--- config.mk ---
export PLATFORM = sky130hd
export DESIGN_NAME = adsub_decoder
export DESIGN_NICKNAME = d
export VERILOG_FILES = /design/src/rtl/adsub_pkg.sv /design/src/rtl/adsub_fields.sv /design/src/rtl/adsub_classify.sv /design/src/rtl/adsub_operands.sv /design/src/rtl/adsub_decoder.sv
export SDC_FILE = /design/constraint.sdc
export NUM_CORES = 1
export LEC_CHECK = 0
export BUFFER_PORTS_ARGS = -buffer_cell sky130_fd_sc_hd__buf_2
export CORE_MARGIN = 2
export CORE_UTILIZATION = 41
export DETAILED_ROUTE_END_ITERATION = 8
export PLACE_DENSITY = 0.82
export SLEW_MARGIN = 20
export SYNTH_ARGS = -nofsm -noshare
export SYNTH_HDL_FRONTEND = slang
export SYNTH_HIERARCHICAL = 1
export SYNTH_SLANG_ARGS = --single-unit
--- constraint.sdc ---
create_clock -name vclk -period 1.8
set_input_delay 0.09 -clock vclk [all_inputs]
set_output_delay 0.09 -clock vclk [all_outputs]
set_load 0.05 [all_outputs]
--- src/rtl/adsub_pkg.sv ---
package adsub_pkg;

    localparam int INSN_W    = 32;
    localparam int REG_W     = 5;
    localparam int GRP_W     = 5;
    localparam int IMM12_W   = 12;
    localparam int IMM_LSL   = 12;
    localparam int IMM_W     = IMM12_W + IMM_LSL;
    localparam int AMT_W     = 6;
    localparam int OPT_W     = 3;
    localparam int IMM3_W    = 3;
    localparam int KIND_W    = 2;
    localparam int EXT_AMT_MAX = 4;

    localparam logic [GRP_W-1:0] GRP_IMM = 5'b10001;
    localparam logic [GRP_W-1:0] GRP_REG = 5'b01011;

    typedef enum logic [1:0] {
        FMT_NONE = 2'b00,
        FMT_IMM  = 2'b01,
        FMT_EXT  = 2'b10,
        FMT_SHF  = 2'b11
    } fmt_e;

    typedef enum logic [KIND_W-1:0] {
        SK_LSL  = 2'b00,
        SK_LSR  = 2'b01,
        SK_ASR  = 2'b10,
        SK_RSVD = 2'b11
    } shift_kind_e;

    typedef struct packed {
        logic                 wide;
        logic                 sub;
        logic                 setf;
        logic [GRP_W-1:0]     grp;
        logic [KIND_W-1:0]    shf;
        logic                 b21;
        logic [REG_W-1:0]     rm;
        logic [AMT_W-1:0]     imm6;
        logic [OPT_W-1:0]     opt;
        logic [IMM3_W-1:0]    imm3;
        logic [IMM12_W-1:0]   imm12;
        logic [REG_W-1:0]     rn;
        logic [REG_W-1:0]     rd;
    } fields_t;

endpackage

--- src/rtl/adsub_fields.sv ---
module adsub_fields
    import adsub_pkg::*;
(
    input  logic [INSN_W-1:0] word_i,
    output fields_t           f_o
);
    localparam int RD_LO  = 0;
    localparam int RN_LO  = RD_LO + REG_W;
    localparam int LOW_LO = RN_LO + REG_W;
    localparam int RM_LO  = LOW_LO + AMT_W;
    localparam int B21    = RM_LO + REG_W;
    localparam int SHF_LO = B21 + 1;
    localparam int GRP_LO = SHF_LO + KIND_W;
    localparam int SF_BIT = GRP_LO + GRP_W;

    always_comb begin
        f_o.rd    = word_i[RD_LO  +: REG_W];
        f_o.rn    = word_i[RN_LO  +: REG_W];
        f_o.imm3  = word_i[LOW_LO +: IMM3_W];
        f_o.opt   = word_i[LOW_LO + IMM3_W +: OPT_W];
        f_o.imm6  = word_i[LOW_LO +: AMT_W];
        f_o.imm12 = word_i[LOW_LO +: IMM12_W];
        f_o.rm    = word_i[RM_LO  +: REG_W];
        f_o.b21   = word_i[B21];
        f_o.shf   = word_i[SHF_LO +: KIND_W];
        f_o.grp   = word_i[GRP_LO +: GRP_W];
        f_o.setf  = word_i[SF_BIT];
        f_o.sub   = word_i[SF_BIT + 1];
        f_o.wide  = word_i[SF_BIT + 2];
    end
endmodule

--- src/rtl/adsub_classify.sv ---
module adsub_classify
    import adsub_pkg::*;
(
    input  logic [GRP_W-1:0]  grp_i,
    input  logic [KIND_W-1:0] shf_i,
    input  logic              b21_i,
    input  logic              wide_i,
    input  logic [IMM3_W-1:0] imm3_i,
    input  logic              amt_top_i,
    output fmt_e              fmt_o,
    output logic              illegal_o
);
    logic is_imm, is_reg, is_ext, is_shf;

    always_comb begin
        is_imm = (grp_i == GRP_IMM);
        is_reg = (grp_i == GRP_REG);
        is_ext = is_reg && b21_i && (shf_i == 2'b00);
        is_shf = is_reg && !b21_i;
    end

    always_comb begin
        if (is_imm)      fmt_o = FMT_IMM;
        else if (is_shf) fmt_o = FMT_SHF;
        else if (is_ext) fmt_o = FMT_EXT;
        else             fmt_o = FMT_NONE;
    end

    always_comb begin
        unique case (fmt_o)
            FMT_IMM:  illegal_o = shf_i[1];
            FMT_EXT:  illegal_o = (imm3_i > IMM3_W'(EXT_AMT_MAX));
            FMT_SHF:  illegal_o = (shf_i == SK_RSVD) || (!wide_i && amt_top_i);
            FMT_NONE: illegal_o = 1'b0;
        endcase
    end

    always_comb begin
        p_fmt_onehot_r2: assert ($onehot0({is_imm, is_ext, is_shf}))
            else $error("format match not exclusive");
    end
endmodule

--- src/rtl/adsub_operands.sv ---
module adsub_operands
    import adsub_pkg::*;
(
    input  fmt_e               fmt_i,
    input  logic               illegal_i,
    input  logic               wide_i,
    input  logic               sub_i,
    input  logic               setf_i,
    input  logic [KIND_W-1:0]  shf_i,
    input  logic [REG_W-1:0]   rm_i,
    input  logic [AMT_W-1:0]   imm6_i,
    input  logic [OPT_W-1:0]   opt_i,
    input  logic [IMM3_W-1:0]  imm3_i,
    input  logic [IMM12_W-1:0] imm12_i,
    input  logic [REG_W-1:0]   rn_i,
    input  logic [REG_W-1:0]   rd_i,
    output logic [REG_W-1:0]   rd_o,
    output logic [REG_W-1:0]   rn_o,
    output logic [REG_W-1:0]   rm_o,
    output logic               is_sub_o,
    output logic               set_flags_o,
    output logic               wide_o,
    output logic [IMM_W-1:0]   imm_o,
    output logic [KIND_W-1:0]  shift_kind_o,
    output logic [AMT_W-1:0]   shift_amt_o,
    output logic [OPT_W-1:0]   ext_opt_o,
    output logic               rn_sp_o,
    output logic               rd_sp_o,
    output logic               reg_we_o,
    output logic               flag_we_o
);
    logic [IMM_W-1:0] imm_plain, imm_scaled;

    always_comb begin
        imm_plain  = IMM_W'(imm12_i);
        imm_scaled = imm_plain << IMM_LSL;
    end

    always_comb begin
        rd_o = '0; rn_o = '0; rm_o = '0;
        is_sub_o = 1'b0; set_flags_o = 1'b0; wide_o = 1'b0;
        imm_o = '0; shift_kind_o = '0; shift_amt_o = '0; ext_opt_o = '0;
        rn_sp_o = 1'b0; rd_sp_o = 1'b0;
        reg_we_o = 1'b0; flag_we_o = 1'b0;
        if (fmt_i != FMT_NONE) begin
            rd_o        = rd_i;
            rn_o        = rn_i;
            is_sub_o    = sub_i;
            set_flags_o = setf_i;
            wide_o      = wide_i;
            reg_we_o    = !illegal_i;
            flag_we_o   = !illegal_i && setf_i;
        end
        unique case (fmt_i)
            FMT_IMM: begin
                if (!illegal_i) imm_o = shf_i[0] ? imm_scaled : imm_plain;
                rn_sp_o = 1'b1;
                rd_sp_o = !setf_i;
            end
            FMT_EXT: begin
                rm_o        = rm_i;
                ext_opt_o   = opt_i;
                shift_amt_o = AMT_W'(imm3_i);
                rn_sp_o     = 1'b1;
                rd_sp_o     = !setf_i;
            end
            FMT_SHF: begin
                rm_o         = rm_i;
                shift_kind_o = shf_i;
                shift_amt_o  = imm6_i;
            end
            FMT_NONE: begin
            end
        endcase
    end
endmodule

--- src/rtl/adsub_decoder.sv ---
module adsub_decoder
    import adsub_pkg::*;
(
    input  logic [INSN_W-1:0]  insn_i,
    output logic               nomatch_o,
    output logic [1:0]         fmt_o,
    output logic [REG_W-1:0]   rd_o,
    output logic [REG_W-1:0]   rn_o,
    output logic [REG_W-1:0]   rm_o,
    output logic               is_sub_o,
    output logic               set_flags_o,
    output logic               wide_o,
    output logic [IMM_W-1:0]   imm_o,
    output logic [KIND_W-1:0]  shift_kind_o,
    output logic [AMT_W-1:0]   shift_amt_o,
    output logic [OPT_W-1:0]   ext_opt_o,
    output logic               rn_sp_o,
    output logic               rd_sp_o,
    output logic               illegal_o,
    output logic               reg_we_o,
    output logic               flag_we_o
);
    fields_t f;
    fmt_e    fmt;
    logic    ill;

    adsub_fields u_fields (
        .word_i (insn_i),
        .f_o    (f)
    );

    adsub_classify u_class (
        .grp_i     (f.grp),
        .shf_i     (f.shf),
        .b21_i     (f.b21),
        .wide_i    (f.wide),
        .imm3_i    (f.imm3),
        .amt_top_i (f.imm6[AMT_W-1]),
        .fmt_o     (fmt),
        .illegal_o (ill)
    );

    adsub_operands u_ops (
        .fmt_i        (fmt),
        .illegal_i    (ill),
        .wide_i       (f.wide),
        .sub_i        (f.sub),
        .setf_i       (f.setf),
        .shf_i        (f.shf),
        .rm_i         (f.rm),
        .imm6_i       (f.imm6),
        .opt_i        (f.opt),
        .imm3_i       (f.imm3),
        .imm12_i      (f.imm12),
        .rn_i         (f.rn),
        .rd_i         (f.rd),
        .rd_o         (rd_o),
        .rn_o         (rn_o),
        .rm_o         (rm_o),
        .is_sub_o     (is_sub_o),
        .set_flags_o  (set_flags_o),
        .wide_o       (wide_o),
        .imm_o        (imm_o),
        .shift_kind_o (shift_kind_o),
        .shift_amt_o  (shift_amt_o),
        .ext_opt_o    (ext_opt_o),
        .rn_sp_o      (rn_sp_o),
        .rd_sp_o      (rd_sp_o),
        .reg_we_o     (reg_we_o),
        .flag_we_o    (flag_we_o)
    );

    always_comb begin
        fmt_o     = fmt;
        nomatch_o = (fmt == FMT_NONE);
        illegal_o = ill;
    end

    always_comb begin
        p_illegal_no_write_r11: assert (!(illegal_o && (reg_we_o || flag_we_o)))
            else $error("illegal word still enables a write");
        p_flag_needs_write_r11: assert (!flag_we_o || (reg_we_o && set_flags_o))
            else $error("flag update without a legal flag-setting word");
        p_nomatch_quiet_r3: assert (!nomatch_o || (!illegal_o && !reg_we_o && !rn_sp_o && !rd_sp_o))
            else $error("unmatched word drives controls");
        p_shifted_zero_reg_r10: assert (!(fmt_o == 2'b11) || (!rn_sp_o && !rd_sp_o))
            else $error("shifted format picked stack pointer");
        p_ext_amount_r7: assert (!(fmt_o == 2'b10 && !illegal_o) || (shift_amt_o <= AMT_W'(EXT_AMT_MAX)))
            else $error("legal extended word with amount above 4");
        p_narrow_amount_r9: assert (!(fmt_o == 2'b11 && !illegal_o && !wide_o) || !shift_amt_o[AMT_W-1])
            else $error("legal 32-bit shifted word with amount above 31");
    end
endmodule

Yosys cells after proc, flatten, opt, wreduce, memory -nomap -nowiden
Cells that the tools add are included.
{"block": "totals", "regBits": 0, "input_bits": 32, "out_inout_bits": 61, "wordCells": 42}
{"block": "op_classes", "n_lt_le_gt_ge": 1, "n_eq_ne": 6, "muxes": 20, "n_reduce_logical": 15}
{"cell": "$mux 24", "count": 3}
{"cell": "$mux 5", "count": 3}
{"cell": "$pmux 6 s2", "count": 1}
{"cell": "$mux 2", "count": 4}
{"cell": "$mux 1", "count": 7}
{"cell": "$eq 2x2->1 const B", "count": 3}
{"cell": "$eq 5x4->1 const B", "count": 1}
{"cell": "$eq 5x5->1 const B", "count": 1}
{"cell": "$logic_and 1x1->1", "count": 5}
{"cell": "$logic_not 1->1", "count": 4}
{"cell": "$logic_not 2->1", "count": 2}
{"cell": "$pmux 1 s4", "count": 1}
{"cell": "$reduce_or 2->1", "count": 2}
{"cell": "$gt 3x3->1 const B", "count": 1}
{"cell": "$mux 3", "count": 1}
{"cell": "$eq 2x1->1 const B", "count": 1}
{"cell": "$reduce_bool 2->1", "count": 1}
{"cell": "$logic_or 1x1->1", "count": 1}

Longest topological paths before layout
{"block": "depth", "word_depth": 11, "ltp_mapped": 8, "ltp_nobuf": 6}

By module
Netlist, hierarchy kept.
{"module": "adsub_operands", "n_inst": 1, "cells_each": 71, "area_per_inst_um2": 643.1, "seq_area_each_um2": 0.0}
{"module": "adsub_fields", "n_inst": 1, "cells_each": 50, "area_per_inst_um2": 375.4, "seq_area_each_um2": 0.0}
{"module": "adsub_classify", "n_inst": 1, "cells_each": 14, "area_per_inst_um2": 107.6, "seq_area_each_um2": 0.0}
{"module": "adsub_decoder", "n_inst": 1, "cells_each": 1, "area_per_inst_um2": 3.8, "seq_area_each_um2": 0.0}

Least setup slack after synthesis
OpenSTA, ideal clock, no wires.
{"block": "synth_path", "path_kind": "in2out", "from": "input port insn_i[26]", "to": "output port flag_we_o", "arrival_time_ns": 3.113, "t_required_ns": 1.710, "slack_ns": -1.403, "path_stages": 8, "n_path_buf": 2, "cell_sequence": "buf_4 > nor2b_4 > nand4b_2 > nor2_1 > inv_1 > ha_1 > buf_2 > nor3b_1"}
{"block": "synth_between", "elab_chain_len": 11, "elab_cells_between_ends": 17, "cone_classes": "eq/ne (5); mux (5); reduce/logical (7)"}
{"element": "from (decl)", "line": "adsub_decoder.sv:4", "source": "input logic [INSN_W-1:0] insn_i,"}
{"element": "$eq 5x4->1", "line": "adsub_classify.sv:17", "source": "is_reg = (grp_i == GRP_REG);"}
{"element": "$logic_and 1x1->1 (2 in a row)", "line": "adsub_classify.sv:18", "source": "is_ext = is_reg && b21_i && (shf_i == 2'b00);"}
{"element": "$mux 2", "line": "adsub_classify.sv:25", "source": "else if (is_ext) fmt_o = FMT_EXT;"}
{"element": "$mux 2", "line": "adsub_classify.sv:24", "source": "else if (is_shf) fmt_o = FMT_SHF;"}
{"element": "$mux 2 *", "line": "adsub_classify.sv:23", "source": "if (is_imm) fmt_o = FMT_IMM;"}
{"element": "net fmt_o[1]", "line": "adsub_decoder.sv:6", "source": "output logic [1:0] fmt_o,"}
{"element": "$eq 2x2->1, or another cell as far along", "line": "adsub_classify.sv:30", "source": "unique case (fmt_o)"}
{"element": "$pmux 1 s4", "line": "adsub_classify.sv:30"}
{"element": "$logic_not 1->1", "line": "adsub_operands.sv:52", "source": "flag_we_o = !illegal_i && setf_i;"}
{"element": "$logic_and 1x1->1", "line": "adsub_operands.sv:52"}
{"element": "$mux 1 *", "line": "adsub_operands.sv:45", "source": "if (fmt_i != FMT_NONE) begin"}
{"element": "to (decl)", "line": "adsub_decoder.sv:21", "source": "output logic flag_we_o"}
Mark *: on every way through the listed nets, which the timed path passes. The rest lies on a longest branch.

Worst setup path after layout
{"block": "layout_path", "from": "input port insn_i[26]", "to": "output port imm_o[17]"}
{"block": "layout_between", "elab_chain_len": 10, "elab_cells_between_ends": 15, "cone_classes": "eq/ne (5); mux (6); reduce/logical (4)"}
{"element": "$eq 5x4->1", "line": "adsub_classify.sv:17"}
{"element": "$logic_and 1x1->1 (2 in a row)", "line": "adsub_classify.sv:18"}
{"element": "$mux 2", "line": "adsub_classify.sv:25"}
{"element": "$mux 2", "line": "adsub_classify.sv:24"}
{"element": "$mux 2 *", "line": "adsub_classify.sv:23"}
{"element": "$eq 2x2->1, or another cell as far along", "line": "adsub_classify.sv:30"}
{"element": "$pmux 1 s4", "line": "adsub_classify.sv:30"}
{"element": "$mux 24", "line": "adsub_operands.sv:56", "source": "if (!illegal_i) imm_o = shf_i[0] ? imm_scaled : imm_plain;"}
{"element": "$mux 24 *", "line": "adsub_operands.sv:54", "source": "unique case (fmt_i)"}
{"element": "to (decl)", "line": "adsub_decoder.sv:13", "source": "output logic [IMM_W-1:0] imm_o,"}
Every way passes the cells marked *; elsewhere a longest branch is shown, timed or not.

==> impl_results.md <==
* Fin crit share at 0.994
* Via density at 5.06
* WL/cell at 15.0 um
* WP data arrival at 1700 ps
* Peak supply drop at 0.106 mV
* Crit path time final at around 1800 ps
* Slew HR at 0.762
* Status: finished clean
* Ports at 93
* Fillers at approximately 250
* Switch share at 0.608
* Register area at 0 sq um
* Vias in the first global route at 977
* Final Hold Fails at 0
* Initial Util at 0.421
* Pin slew with the least headroom to its limit at 358 ps
* Cell Area, Synth at between 0.001 and 0.0015 sq mm
* Max_cap viols at 0
* Tot GR Track Use at 0.173
* Total gr overflow at 0
* Initial antenna violation count at 0
* DRT Pass-1 Iters at 4
* Die area at between 0.003 and 0.004 sq mm
* Number of routed nets with antenna violations at 0
* Die Ht at 56.5 um
* Setup CP Type: primary input to primary output
* First-pass GRT wire length at 4540 um
* # rows at 19
* Hold Path Cell Cnt at 3
* Sw Pwr at 0.149 mW
* Share of post-route cells with drive strength above 1 at 0.940
* Port bufs at 93
* Final core occ at 0.615
* RSZ-0062 raised after global routing: yes
* Gate Count Post-Synth at 136
* Die width at 56.5 um
* Largest net degree at the start of global routing at 28
* Max Clk Rate at around 0.56 GHz
* Hpwl dp at 2440 um
* Post-route cell area at around 0.0017 sq mm
* CP required at 1710 ps
* Pre-CTS setup slack at -19.9 ps
* CP Capture Type: primary output
* Pwr/cell area at about 150 mW/mm^2
* Warnings from Yosys at 6
* Setup ws final at 10.5 ps
* Seq/Total Area, Yosys at 0
* Clock power share at 0
* Max FO, Critical Path at 27
* Syn Nets at 173
* Fin. max-slew vios at 0
* Final Non-Filler Cells at 213
* Internal power at around 0.096 mW
* Routed WL at 3190 um
* Min-delay src: insn_i[29]
* Cells after DPL at 207
* Worst Setup Start Kind: primary input
* Reg power frac at 0
* Clock buffer count at 0
* Final setup violation count at 0
* 1st-iter DRT viols at between 80 and 90
* Area grow syn2layout at 46.2%
* Final hold slack at roughly 540 ps
* Routed via count at 1,077
* Gate power share at 1.000
* Hold endpoint: rd_sp_o
* DRC violations left at 0
* GP Congestion at between 0.7 and 0.8
* Hold Crit Class: primary input to primary output
* Pleak at between 0.8 and 0.9 nW
* # nets final at around 220
* Seq Cell Count at 0
* N_diodes at 0
* Post-synth cell types at 25
* Post-Syn Area per Cell at 8.31 sq um
* Placed Area at ~0.0016 sq mm
* Core area at 0.00269 sq mm
timing repair:
| action | CTS | global route |
|---|---|---|
| hold buffers | 0 | 0 |
| buffers inserted | 0 | 6 |
| hold endpoints to repair | 0 | 0 |
| endpoints found under the setup margin | 1 | 40 |
| resized for setup | 1 | 18 |
| pin swaps | 0 | 3 |
how the worst max path moves through the flow:
stage | from | endpoint | slack (ps) | cells after the start
after floorplan | insn_i[26] | imm_o[12] | -260 | 7
after global placement | insn_i[26] | imm_o[3] | 50 | 7
after detailed placement | insn_i[26] | flag_we_o | -20 | 9
after CTS | insn_i[26] | imm_o[7] | 4 | 7
after global routing | insn_i[26] | imm_o[19] | -40 | 9
final | insn_i[26] | imm_o[17] | 10 | 9
routing by layer:
metal  GRT usage  wire length (um)  vias up
met2       0.326              1630       56
met1       0.230              1340      495
met4           0                 0        0
li1            -                 -      526
met3     0.00461               217        0
met5           0                 0        -
layout by cell type (no fill, tap or decap), drive strengths merged, types with 4 or more instances in the layout:
master,n
o21a,6
nor4bb,7
and4b,12
nor2,4
buf,101
nor2b,16
and2,8
and4bb,5
ha,5
cell families (layout without fill, tap and decap cells):
logic type               after synthesis  count (layout)  synth area share
AO/OA/AOI/OAI                         14              14            0.0941
adder cells (fa/ha/maj)                5               5            0.0554
buffers and inverters                 60             106             0.393
AND/OR/NAND/NOR                       57              57             0.457
critical path, stage by stage:
cell and delay, ps:
buf_2 110, nor2b_4 140, nand4b_4 160, o21ai_4 250
buf_6 150, a2bb2oi_4 150, buf_12 210, and4b_4 220
buf_2 200
synthesized netlist by cell type, drive strengths merged:
cell type | n | area [sq um]
o21ai | 3 | 18.8
buf | 58 | 437
inv | 2 | 7.51
nand4b | 1 | 15.0
nor3b | 1 | 7.51
and3 | 1 | 7.51
a2bb2oi | 1 | 8.76
nor3 | 1 | 10.0
o31ai | 1 | 7.51
a22o | 3 | 26.3
nand3 | 1 | 5.00
o21a | 6 | 45.0
nor2b | 16 | 108
and2 | 8 | 50.1
nor4bb | 7 | 116
and4b | 12 | 120
ha | 5 | 62.6
nor2 | 4 | 15.0
and4bb | 5 | 62.6
metrics by stage:
| step | power (mW) | TNS, ps |
|---|---|---|
| 6_report | 0.245 | 0 |
| 5_1_grt | 0.259 | -585 |
| 4_1_cts | 0.241 | 0 |
| 3_5_place_dp | 0.240 | -19.9 |
| 3_3_place_gp | 0.234 | 0 |
| 2_1_floorplan | 0.255 | -8290 |
layout make-up:
type / instances / area [sq um] / share of cell area
repair buffers: 104 / 591 / 0.358
inverters: 2 / 7.51 / 0.00455
well taps: 31 / 38.8 / 0.0235
multi-input cells: 76 / 1010 / 0.614
power by group through the flow:
stage               clock network, mW  registers (mW)  logic (mW)
detailed placement                  0               0       0.240
global placement                    0               0       0.234
CTS                                 0               0       0.241
global route                        0               0       0.259
floorplan                           0               0       0.255
finish                              0               0       0.245
Power figures use the tool's default switching activity.
